===== config.mk =====
export PLATFORM = sky130hd
export DESIGN_NAME = rtc_bat_ctrl
export DESIGN_NICKNAME = d
export VERILOG_FILES = /design/src/rtl/rtc_pkg.sv /design/src/rtl/rtc_access_gate.sv /design/src/rtl/rtc_time_counter.sv /design/src/rtl/rtc_bat_ctrl.sv
export SDC_FILE = /design/constraint.sdc
export NUM_CORES = 1
export LEC_CHECK = 0
export BUFFER_PORTS_ARGS = -buffer_cell sky130_fd_sc_hd__buf_4
export CAP_MARGIN = 10
export CORE_MARGIN = 5
export CORE_UTILIZATION = 56
export DETAILED_ROUTE_END_ITERATION = 16
export PLACE_DENSITY_LB_ADDON = 0.05
export SLEW_MARGIN = 20
export SYNTH_ARGS = -nofsm -noshare
export SYNTH_HDL_FRONTEND = slang
export SYNTH_HIERARCHICAL = 1
export SYNTH_SLANG_ARGS = --single-unit

===== constraint.sdc =====
create_clock -name clk -period 2.7 [get_ports clk]
set_input_delay 0.405 -clock clk [delete_from_list [all_inputs] [get_ports clk]]
set_output_delay 0.405 -clock clk [all_outputs]
set_load 0.05 [all_outputs]

===== src/rtl/rtc_pkg.sv =====
package rtc_pkg;
  localparam int DATA_W = 32;
  localparam logic [11:0] OFS_SEC   = 12'h000;
  localparam logic [11:0] OFS_PRESC = 12'h004;
  localparam logic [11:0] OFS_CTRL  = 12'h010;
  localparam logic [11:0] OFS_STAT  = 12'h014;
  localparam logic [11:0] OFS_PERM  = 12'h800;

  typedef struct packed {
    logic sec;
    logic presc;
    logic ctrl;
    logic stat;
    logic perm;
  } rtc_hit_t;
endpackage


===== src/rtl/rtc_access_gate.sv =====
module rtc_access_gate #(
  parameter int ADDR_W = 12
) (
  input  logic              req_valid,
  input  logic              req_write,
  input  logic [ADDR_W-1:0] req_addr,
  input  logic              req_super,
  input  logic              vbat_ok,
  input  logic              isolated,
  input  logic              vbat_por,
  input  logic              user_wr_ok,
  output rtc_pkg::rtc_hit_t hit,
  output logic              refuse,
  output logic              wr_go
);
  import rtc_pkg::*;

  logic batt_reg, mapped, power_bad, priv_bad;

  always_comb begin
    hit.sec   = (req_addr == ADDR_W'(OFS_SEC));
    hit.presc = (req_addr == ADDR_W'(OFS_PRESC));
    hit.ctrl  = (req_addr == ADDR_W'(OFS_CTRL));
    hit.stat  = (req_addr == ADDR_W'(OFS_STAT));
    hit.perm  = (req_addr == ADDR_W'(OFS_PERM));
  end

  assign batt_reg  = hit.sec | hit.presc | hit.ctrl | hit.stat;
  assign mapped    = batt_reg | hit.perm;
  assign power_bad = batt_reg & (!vbat_ok | isolated | vbat_por);
  assign priv_bad  = req_write & mapped & !req_super & !user_wr_ok;
  assign refuse    = req_valid & (power_bad | priv_bad);
  assign wr_go     = req_valid & req_write & !refuse;
endmodule


===== src/rtl/rtc_time_counter.sv =====
module rtc_time_counter #(
  parameter int SEC_W     = 32,
  parameter int PRESC_W   = 16,
  parameter int PRESC_MOD = 32768
) (
  input  logic               clk,
  input  logic               vbat_por,
  input  logic               soft_clr,
  input  logic               run,
  input  logic               tick,
  input  logic               ld_sec,
  input  logic               ld_presc,
  input  logic [SEC_W-1:0]   wdata,
  output logic [SEC_W-1:0]   sec_q,
  output logic [PRESC_W-1:0] presc_q
);
  localparam int CNT_W = $clog2(PRESC_MOD);
  localparam logic [CNT_W-1:0] CNT_TOP = CNT_W'(PRESC_MOD - 1);

  logic [CNT_W-1:0] cnt;
  logic             step, carry;

  assign step  = run & tick;
  assign carry = step & (cnt == CNT_TOP);

  always_ff @(posedge clk or posedge vbat_por) begin
    if (vbat_por) begin
      cnt   <= '0;
      sec_q <= '0;
    end else if (soft_clr) begin
      cnt   <= '0;
      sec_q <= '0;
    end else begin
      if (ld_presc && !run)  cnt <= wdata[CNT_W-1:0];
      else if (carry)        cnt <= '0;
      else if (step)         cnt <= cnt + 1'b1;
      if (ld_sec && !run)    sec_q <= wdata;
      else if (carry)        sec_q <= sec_q + 1'b1;
    end
  end

  assign presc_q = PRESC_W'(cnt);
endmodule


===== src/rtl/rtc_bat_ctrl.sv =====
module rtc_bat_ctrl #(
  parameter int ADDR_W    = 12,
  parameter int PRESC_W   = 16,
  parameter int PRESC_MOD = 32768
) (
  input  logic              clk,
  input  logic              chip_rst_n,
  input  logic              vbat_por,
  input  logic              vbat_ok,
  input  logic              isolated,
  input  logic              tick_32k,
  input  logic              req_valid,
  input  logic              req_write,
  input  logic [ADDR_W-1:0] req_addr,
  input  logic [31:0]       req_wdata,
  input  logic              req_super,
  output logic              resp_valid,
  output logic [31:0]       resp_rdata,
  output logic              resp_err,
  output logic              osc_en
);
  import rtc_pkg::*;

  rtc_hit_t          hit;
  logic              refuse, wr_go;
  logic              soft_rst, osc_on, count_en, user_wr_ok;
  logic [DATA_W-1:0] sec_q;
  logic [PRESC_W-1:0] presc_q;
  logic [DATA_W-1:0] rd_mux;

  rtc_access_gate #(.ADDR_W(ADDR_W)) u_gate (
    .req_valid (req_valid),
    .req_write (req_write),
    .req_addr  (req_addr),
    .req_super (req_super),
    .vbat_ok   (vbat_ok),
    .isolated  (isolated),
    .vbat_por  (vbat_por),
    .user_wr_ok(user_wr_ok),
    .hit       (hit),
    .refuse    (refuse),
    .wr_go     (wr_go)
  );

  rtc_time_counter #(
    .SEC_W    (DATA_W),
    .PRESC_W  (PRESC_W),
    .PRESC_MOD(PRESC_MOD)
  ) u_time (
    .clk     (clk),
    .vbat_por(vbat_por),
    .soft_clr(soft_rst),
    .run     (count_en),
    .tick    (tick_32k),
    .ld_sec  (wr_go & hit.sec),
    .ld_presc(wr_go & hit.presc),
    .wdata   (req_wdata),
    .sec_q   (sec_q),
    .presc_q (presc_q)
  );

  // soft-reset bit: cleared only by battery POR or by software
  always_ff @(posedge clk or posedge vbat_por) begin
    if (vbat_por)                soft_rst <= 1'b0;
    else if (wr_go && hit.ctrl)  soft_rst <= req_wdata[0];
  end

  // battery-domain control/status cleared by POR or soft reset
  always_ff @(posedge clk or posedge vbat_por) begin
    if (vbat_por) begin
      osc_on   <= 1'b0;
      count_en <= 1'b0;
    end else if (soft_rst) begin
      osc_on   <= 1'b0;
      count_en <= 1'b0;
    end else begin
      if (wr_go && hit.ctrl) osc_on   <= req_wdata[1];
      if (wr_go && hit.stat) count_en <= req_wdata[0];
    end
  end

  // permission word lives in the chip reset domain
  always_ff @(posedge clk or negedge chip_rst_n) begin
    if (!chip_rst_n)             user_wr_ok <= 1'b0;
    else if (wr_go && hit.perm)  user_wr_ok <= req_wdata[0];
  end

  always_comb begin
    rd_mux = '0;
    if (hit.sec)   rd_mux = sec_q;
    if (hit.presc) rd_mux = DATA_W'(presc_q);
    if (hit.ctrl)  rd_mux = {{(DATA_W-2){1'b0}}, osc_on, soft_rst};
    if (hit.stat)  rd_mux = {{(DATA_W-1){1'b0}}, count_en};
    if (hit.perm)  rd_mux = {{(DATA_W-1){1'b0}}, user_wr_ok};
  end

  always_ff @(posedge clk or negedge chip_rst_n) begin
    if (!chip_rst_n) begin
      resp_valid <= 1'b0;
      resp_rdata <= '0;
      resp_err   <= 1'b0;
    end else begin
      resp_valid <= req_valid;
      resp_err   <= refuse;
      resp_rdata <= (req_valid && !req_write && !refuse) ? rd_mux : '0;
    end
  end

  assign osc_en = osc_on;
endmodule


== Word level (Yosys, flattened, before mapping) ==
Index checks and enable logic that the tools add are counted.
Operators by class
  add/subtract/negate cells: 2
  equality and inequality tests: 5
  bitwise gates (word level): 18
  reduce and logical (&&, ||, !) cells: 18
  muxes and demuxes: 17
Operator list (count)
  $mux W32: 9
  $mux W15: 4
  $add A32 B1 Y32 const B: 1
  $eq A12 B5 Y1 const B: 2
  $add A15 B1 Y15 const B: 1
  $eq A15 B15 Y1 const B: 1
  $eq A12 B12 Y1 const B: 1
  $eq A12 B3 Y1 const B: 1
  $logic_not A12 Y1: 1
  $and A1 B1 Y1: 11
  $logic_and A1 B1 Y1: 7
  $or A1 B1 Y1: 7
  $logic_not A1 Y1: 6
  $mux W1: 4
  $reduce_bool A2 Y1: 2
  $reduce_bool A4 Y1: 1
  $reduce_bool A3 Y1: 1
Storage, ports and cells
  register bits after elaboration: 85
  output and inout port bits: 35
  bits of input ports: 53

== Longest topological paths before layout ==
Gate-level depths: netlist of the first run.
  depth in word-level cells: 16
  depth in mapped cells: 12

== By module ==
Netlist of the first run, hierarchy kept.
By module, submodules not included
  rtc_time_counter: area an instance 3017.9 sq um, instances 1, seq. area each 1176.1 sq um, cells an instance 347
  rtc_bat_ctrl: area an instance 1431.4 sq um, instances 1, seq. area each 950.9 sq um, cells an instance 118
  rtc_access_gate: area an instance 198.9 sq um, instances 1, seq. area each 0.0 sq um, cells an instance 22

== Worst setup path before layout of the first run ==
No wires, ideal clock.
  path type: in2reg
  start point: input port req_addr[7]
  end point: register u_time.cnt[9]
  stages: 11
  slack: -0.493 ns
  data arrival time: 3.124 ns
  library setup time: 0.070 ns
  buffers on the path: 3
  cell sequence: nor4_4 -> nand3_4 -> nor4b_4 -> clkbuf_1 -> clkbuf_1 -> and2_1 -> nor2b_1 -> clkbuf_1 -> nor3_1 -> or4b_2 -> nand3_1
RTL lines
  start: declaration: RTL line rtc_bat_ctrl.sv:14  | input logic [ADDR_W-1:0] req_addr,
  end signal: assignment: RTL line rtc_time_counter.sv:34  | if (ld_presc && !run) cnt <= wdata[CNT_W-1:0];
  end signal: assignment: RTL line rtc_time_counter.sv:36  | else if (step) cnt <= cnt + 1'b1;
  end: declaration: RTL line rtc_time_counter.sv:20  | logic [CNT_W-1:0] cnt;

== Worst setup path in the final report of the first run ==
  start point: input port vbat_por
  end point: register u_time.cnt[12]
On the way
  longest elaborated chain between the ends: 10
RTL lines
  start: declaration: RTL line rtc_bat_ctrl.sv:8  | input logic vbat_por,
  $or A1 B1 Y1 (*): RTL line rtc_access_gate.sv:30  | assign power_bad = batt_reg & (!vbat_ok | isolated | vbat_por);
  $and A1 B1 Y1 (*): RTL line rtc_access_gate.sv:30
  $or A1 B1 Y1 (*): RTL line rtc_access_gate.sv:32  | assign refuse = req_valid & (power_bad | priv_bad);
  $and A1 B1 Y1 (*): RTL line rtc_access_gate.sv:32
  $logic_not A1 Y1 (*): RTL line rtc_access_gate.sv:33  | assign wr_go = req_valid & req_write & !refuse;
  $and A1 B1 Y1 (*): RTL line rtc_access_gate.sv:33
  named net wr_go: RTL line rtc_bat_ctrl.sv:25  | logic refuse, wr_go;
  $and A1 B1 Y1 (*): RTL line rtc_bat_ctrl.sv:56  | .ld_presc(wr_go & hit.presc),
  $logic_and A1 B1 Y1 (*): RTL line rtc_time_counter.sv:34
  $mux W15: RTL line rtc_time_counter.sv:34
  $mux W15: RTL line rtc_time_counter.sv:30  | end else if (soft_clr) begin
The timed path passes the listed nets; every way through them passes the cells marked *.
A chain may end at the register's enable or synchronous reset.

==> run_results.csv, run 1 <==
group,metric,value,unit
outcome,status,"complete, but fails checks",
outcome,violations,"hold timing",
setup_path,end_kind,"flip-flop",
synthesis,synthCells,487,
detailed_routing,drtPass1Iterations,5,
grt,track_usage,25.0,%
synthesis,synth_sequential_area_ratio,45.8,%
synthesis,ys_warn_count,6,
synthesis,synth_ff_type,"dfrtp_1",
detailed_routing,drtAntennaViolNets,0,
cts,cts_sinks,85,
grt,grt_max_degree,50,
layout,fin_nets,636,
power,leakagePower,2.52,nW
placement,gp_congestion,0.886,
worst_hold_path,hold_class,"input pin to async pin",
setup_path,path_depth,12,
synthesis,yosys-top-cells-area,"dfrtp_1, nor2_1, a211oi_1",
power,max-vdd-ir-drop,0.292,mV
die,initial_core_util,57.1,%
timing,clock_skew,0.0132,ns
timing,tightest_slew,0.640,ns
cts,cts_max_level,3,
synthesis,synth_nets,542,
timing,timing.fmax,0.392,GHz
timing,relSlewSlack,57.4,%
detailed_routing,drt_wl_total,12400,um
grt,grt_overflow,0,
cts,cts_tree,"done",
placement,pre_cts_slack,0.0531,ns
setup_path,worstReg2RegStart,"u_time/cnt[1]$_DFFE_PP0P_",
timing,finalSetupTns,0,ns
cts,clkLatencyLatePin,0.35,ns
synthesis,synth_area_per_cell,9.54,um^2
die,rows,33,
detailed_routing,vias_per_cell,6.07,
synthesis,async_flop_share,100,%
detailed_routing,drt-wirelength-per-cell,18.0,um
layout,drive_gt1_share,27.1,%
setup_path,crit_family,"simple AND/OR/NAND/NOR gates",
timing,rsz0062_at_grt,"false",
cts,cts_made_buffers,9,
setup_path,criticalPathCategory,"input pin to flip-flop",
cts,clock_path_buffers,2,
synthesis,synth_edf_count,0,
setup_path,worstPathMaxFanout,8,
timing,hold_viol_final,30,
die,core,8130,um^2
setup_path,slowest_delay,0.55,ns
detailed_routing,wl_met2,5950,um
detailed_routing,met1_length,5440,um
setup_path,critPathRequiredTime,2.94,ns
layout,syn_to_final_growth,23.6,%
layout,final_common_cell,"buf_4",
setup_path,arrival,2.79,ns
timing,worst_slack,0.149,ns
grt,grt_pass1_vias,4041,
setup_path,crit_start,"vbat_por",
placement,hpwl,8840,um
cts,root_buffer,"clkbuf_8",
synthesis,synth_top_area_share,45.8,%
setup_path,crit_slowest_cell,"dlygate4sd3_1",
setup_path,crit_chain,"dlygate4sd3_1 -> buf_4 -> o21ba_2 -> o21ai_0 -> o211a_1 -> and2_4 -> nor2b_1 -> buf_4 -> nor3_4 -> nor4_1 -> nor3_1 -> nor4_1",
power,power_density,411,nW/um^2
detailed_routing,wl_met3,802,um
detailed_routing,drc_errors,0,
die,ios,88,
timing,finalCritPeriodShare,94.5,%
die,die_h,101,um
synthesis,synth_area,4650,um^2
timing,slew_viol_final,0,
flow_run,cap_violations,0,
layout,antennaDiodeCount,0,
setup_path,start_kind,"input pin",
grt,antenna_found_initial,0,
power,total_power,2.36,mW
layout,final_area,5750,um^2
grt,grt_pass1_wl,20400,um
timing,setup_viol,0,
synthesis,ys_ff_latch,85,
setup_path,cp.buffers_inverters,3,
detailed_routing,highest_layer,"met4",
timing,final.min_clock_period,2.55,ns
detailed_routing,vias,4194,
placement,place_area,5530,um^2
detailed_routing,drt_iter0_markers,271,
cts,clk_pin_slew,0.09,ns
die,die_area,10200,um^2
die,die_w,101,um
layout,mostFrequentLayoutCells,"buf_4, dfrtp_1, nor2_1",
timing,timing.hold.ws,-0.0160,ns
placement,io_buffers,87,
synthesis,synth_area_leader_cell,"dfrtp_1",
setup_path,r2r_cells,6,
synthesis,synth_cell_types,60,
-- final cells by class --
type	count	area (um^2)
Fill cell	653	2390
Multi-Input combinational cell	360	2360
Sequential cell	85	2130
Timing Repair Buffer	115	878
Tap cell	105	131
Clock buffer	9	124
Clock inverter	7	82.6
Inverter	10	37.5
-- worst reg2reg max path, cell delays in order, from the launching register on --
cell	delay (ns)
dfrtp_1	0.37
ha_1	0.23
nand3_1	0.19
or4_1	0.79
nor4_2	0.39
xnor2_1	0.13
a211oi_1	0.30
-- cell usage after synthesis (all sizes together) (12+ instances only) --
master,number
clkbuf,23
nand2,29
a311oi,14
xnor2,13
or4,14
a211oi,26
nand4,16
nor3,12
nand3,26
a22oi,16
and2,21
o21ai,13
nor2,69
nor4,15
dfrtp,85
-- kinds of logic after synthesis --
logic type / Yosys count / synth area share, %
buffers and inverters: 42 / 3.80
AO/OA/AOI/OAI: 101 / 15.7
multiplexers: 3 / 0.700
adder cells (fa/ha/maj): 2 / 0.538
flip-flops: 85 / 45.8
AND/OR/NAND/NOR: 230 / 29.1
other: 1 / 0.0807
XOR/XNOR: 23 / 4.33
-- flip-flops by register name (all words and copies together), names as in the netlist --
name / flops
u_time/cnt: 15
user_wr_ok: 1
soft_rst: 1
resp_err: 1
resp_rdata: 32
u_time/sec_q: 32
osc_en: 1
resp_valid: 1
count_en: 1
-- repair_timing --
action,in CTS,in global routing
endpoints found under the hold margin,3,0
resized for setup,0,0
endpoints found under the setup margin,0,0
hold buffers,1,0
setup buffers,0,0
-- power breakdown --
part / internal, mW / switching (mW) / leakage, nW / total (mW)
Sequential: 1.28 / 0.00750 / 1.16 / 1.29
Combinational: 0.0682 / 0.0746 / 1.26 / 0.143
Clock: 0.442 / 0.492 / 0.103 / 0.934
-- path summary, 6_finish.rpt --
| check | slack (ns) | to |
|---|---|---|
| worst max-delay path | 0.15 | u_time/cnt[12]$_DFFE_PP0P_ |
| worst min-delay path | -0.02 | user_wr_ok$_DFFE_PN0P_ |
| worst max register to register | 0.20 | u_time/sec_q[30]$_DFFE_PP0P_ |
| worst min register to register | 0.55 | resp_rdata[29]$_DFF_PN0_ |
| max in group asynchronous | 1.45 | u_time/sec_q[28]$_DFFE_PP0P_ |
| min in group clk | 0.18 | resp_valid$_DFF_PN0_ |
-- metrics by stage --
stage / hold slack, ns / cells / util (%)
after floorplan: 0.109 / 487 / -
after global placement: 0.311 / 674 / 68.0
after detailed placement: 0.315 / 674 / 68.0
after CTS: 0.00260 / 691 / 70.6
after global routing: 0.0170 / 691 / 70.6
final: -0.0160 / 691 / 70.6
-- routing by layer --
| metal | track usage, % | up-vias |
|---|---|---|
| li1 | - | 1976 |
| met5 | 0 | - |
| met2 | 39.3 | 171 |
| met3 | 4.36 | 18 |
| met1 | 34.8 | 2029 |
| met4 | 9.10 | 0 |
(Power assumes the default switching activity.)
==> run 2: changes to the inputs <==
--- a/config.mk
+++ b/config.mk
@@ -7,6 +7,7 @@
 export LEC_CHECK = 0
 export BUFFER_PORTS_ARGS = -buffer_cell sky130_fd_sc_hd__buf_4
 export CAP_MARGIN = 10
+export CORE_ASPECT_RATIO = 1.2
 export CORE_MARGIN = 5
 export CORE_UTILIZATION = 56
 export DETAILED_ROUTE_END_ITERATION = 16
==> run 2 against run 1 <==
- the flow now finishes without violations
- via count grew 1.2%
- clock power grew 22%
- wire length grew 0.85%
- hold slack improved by 0.19 ns
- sequential cell count is the same
- first-iteration DRC count up 15%
- non-clock buffer count shrank 1
- register-to-register slack better by 0.15 ns
- largest cell class unchanged
==> run_results.csv, run 2 (synthesized netlist as in run 1, its figures left out) <==
group,metric,value,unit
cts,cts_sinks,85,
cts,cts_max_level,3,
detailed_routing,drtPass1Iterations,5,
grt,grt_max_degree,48,
die,core,8110,um^2
layout,antennaDiodeCount,0,
setup_path,start_kind,"input pin",
timing,relSlewSlack,47.2,%
setup_path,crit_slowest_cell,"dlygate4sd3_1",
timing,tightest_slew,0.792,ns
placement,gp_congestion,0.904,
layout,fin_cells,680,
timing,timing.hold.ws,0.172,ns
timing,slew_viol_final,0,
power,power_density,444,nW/um^2
setup_path,cp.buffers_inverters,3,
grt,grtUsageMet2,41.7,%
setup_path,arrival,2.83,ns
cts,clock_path_buffers,2,
die,rows,36,
die,ios,88,
detailed_routing,drtAntennaViolNets,0,
timing,hold_viol_final,0,
placement,place_inst,662,
grt,antenna_found_initial,0,
cts,cts_tree,"done",
worst_hold_path,whs_endpoint,"resp_valid$_DFF_PN0_",
setup_path,end_kind,"flip-flop",
cts,cts_made_buffers,9,
layout,largest_registers,"resp_rdata: 32 flops, u_time/sec_q: 32 flops, u_time/cnt: 15 flops",
layout,fill_cells,645,
layout,syn_to_final_growth,24.5,%
grt,track_usage,25.6,%
timing,clock_skew,0.00871,ns
setup_path,slowest_delay,0.54,ns
setup_path,cpMostUsedCell,"buf_4",
timing,rsz0062_at_grt,"false",
setup_path,criticalPathCategory,"input pin to flip-flop",
setup_path,r2r_cells,7,
die,die_w,93.2,um
grt,grt_overflow,0,
setup_path,r2r_end,"u_time/sec_q[19]$_DFFE_PP0P_",
die,die_area,10200,um^2
grt,met1_usage,33.9,%
layout,final_common_cell,"buf_4",
cts,root_buffer,"clkbuf_8",
power,leakagePower,2.55,nW
placement,hpwl,9070,um
power,max-vdd-ir-drop,0.288,mV
timing,setup_viol,0,
detailed_routing,drt_wl_total,12500,um
timing,final.min_clock_period,2.53,ns
setup_path,crit_chain,"dlygate4sd3_1 -> buf_4 -> nor2_1 -> a21o_1 -> a211oi_2 -> or3b_1 -> or4_1 -> nor3b_4 -> buf_4 -> and2_1",
setup_path,r2r_setup_slack,0.35,ns
setup_path,critPathRequiredTime,3.00,ns
worst_hold_path,hp-start,"req_valid",
layout,mostFrequentLayoutCells,"buf_4, dfrtp_1, nor2_1",
worst_hold_path,hold_class,"input pin to flip-flop",
timing,finalCritPeriodShare,93.6,%
die,die_h,110,um
setup_path,worstPathMaxFanout,16,
die,initial_core_util,57.3,%
power,total_power,2.57,mW
flow_run,cap_violations,0,
detailed_routing,drt-wirelength-per-cell,18.4,um
timing,timing.fmax,0.396,GHz
worst_hold_path,whs_path_depth,1,
detailed_routing,drt_iter0_markers,311,
layout,drive_gt1_share,27.0,%
grt,grt_use_met3,5.27,%
detailed_routing,vias,4244,
outcome,status,"complete, no violations",
grt,top_usage_layer,"met2",
detailed_routing,drc_errors,0,
detailed_routing,vias_per_cell,6.24,
grt,grt_pass1_vias,4180,
layout,fin_nets,635,
grt,grt_pass1_wl,20600,um
timing,finalSetupTns,0,ns
setup_path,crit_start,"vbat_por",
setup_path,crit_family,"simple AND/OR/NAND/NOR gates",
cts,clkLatencyLatePin,0.37,ns
placement,io_buffers,87,
cts,clk_pin_slew,0.09,ns
setup_path,worstReg2RegStart,"u_time/cnt[0]$_DFFE_PP0P_",
-- run 2: changes by cell type in the layout (fill, tap and decap cells not counted), moves of 2 or more --
cell	previous run	this run
inv_6	0	3
buf_4	113	110
bufinv_16	1	3
clkinv_4	2	0
-- run 2: worst reg2reg max path, stage by stage, from the launching register on --
cell,delay (ns)
dfrtp_1,0.38
ha_1,0.23
nand3_1,0.19
nor4_4,0.37
nand4_1,0.14
buf_4,0.20
or4_1,0.40
a311oi_1,0.32
-- run 2: per-layer routing --
layer	share of wire [%]	vias to the layer above
met3	6.6	26
li1	-	1985
met4	2.5	0
met5	0	-
met2	49	177
met1	42	2056
-- run 2: worst max-delay path by stage --
stage                                       endpoint  slack, ns  cells past startpoint
after global placement     u_time/cnt[9]$_DFFE_PP0P_       0.17                      9
final                       resp_rdata[30]$_DFF_PN0_       0.17                     10
after detailed placement   u_time/cnt[7]$_DFFE_PP0P_       0.11                     10
after global routing      u_time/cnt[12]$_DFFE_PP0P_       0.05                     11
after floorplan            u_time/cnt[9]$_DFFE_PP0P_       0.09                     11
after CTS                  u_time/cnt[7]$_DFFE_PP0P_       0.18                     11
-- run 2: per-stage QoR --
stage | instance area [um^2] | setup WS [ns] | utilization, %
after global routing | 5790 | 0.0502 | 71.4
after CTS | 5790 | 0.176 | 71.4
after detailed placement | 5510 | 0.108 | 68.0
after global placement | 5510 | 0.168 | 68.0
final | 5790 | 0.174 | 71.4
after floorplan | 4690 | 0.0944 | -
-- run 2: report_power, final --
group	total (mW)	internal [mW]	switching (mW)
sequential	1.29	1.28	0.00801
clock	1.14	0.631	0.509
combinational	0.142	0.0690	0.0730
-- run 2: repair_timing --
item	in CTS	in global routing
setup endpoints to repair	0	2
hold endpoints to repair	38	0
hold buffers	2	0
resized for setup	0	1
buffers inserted	0	0
-- run 2: cell type report --
type,instances,area (um^2),area share (%)
Clock inverter,7,128,2.20
Multi-Input combinational cell,360,2370,40.9
Sequential cell,85,2130,36.7
Timing Repair Buffer,114,886,15.3
Clock buffer,9,124,2.14
Tap cell,95,119,2.05
Inverter,10,37.5,0.649
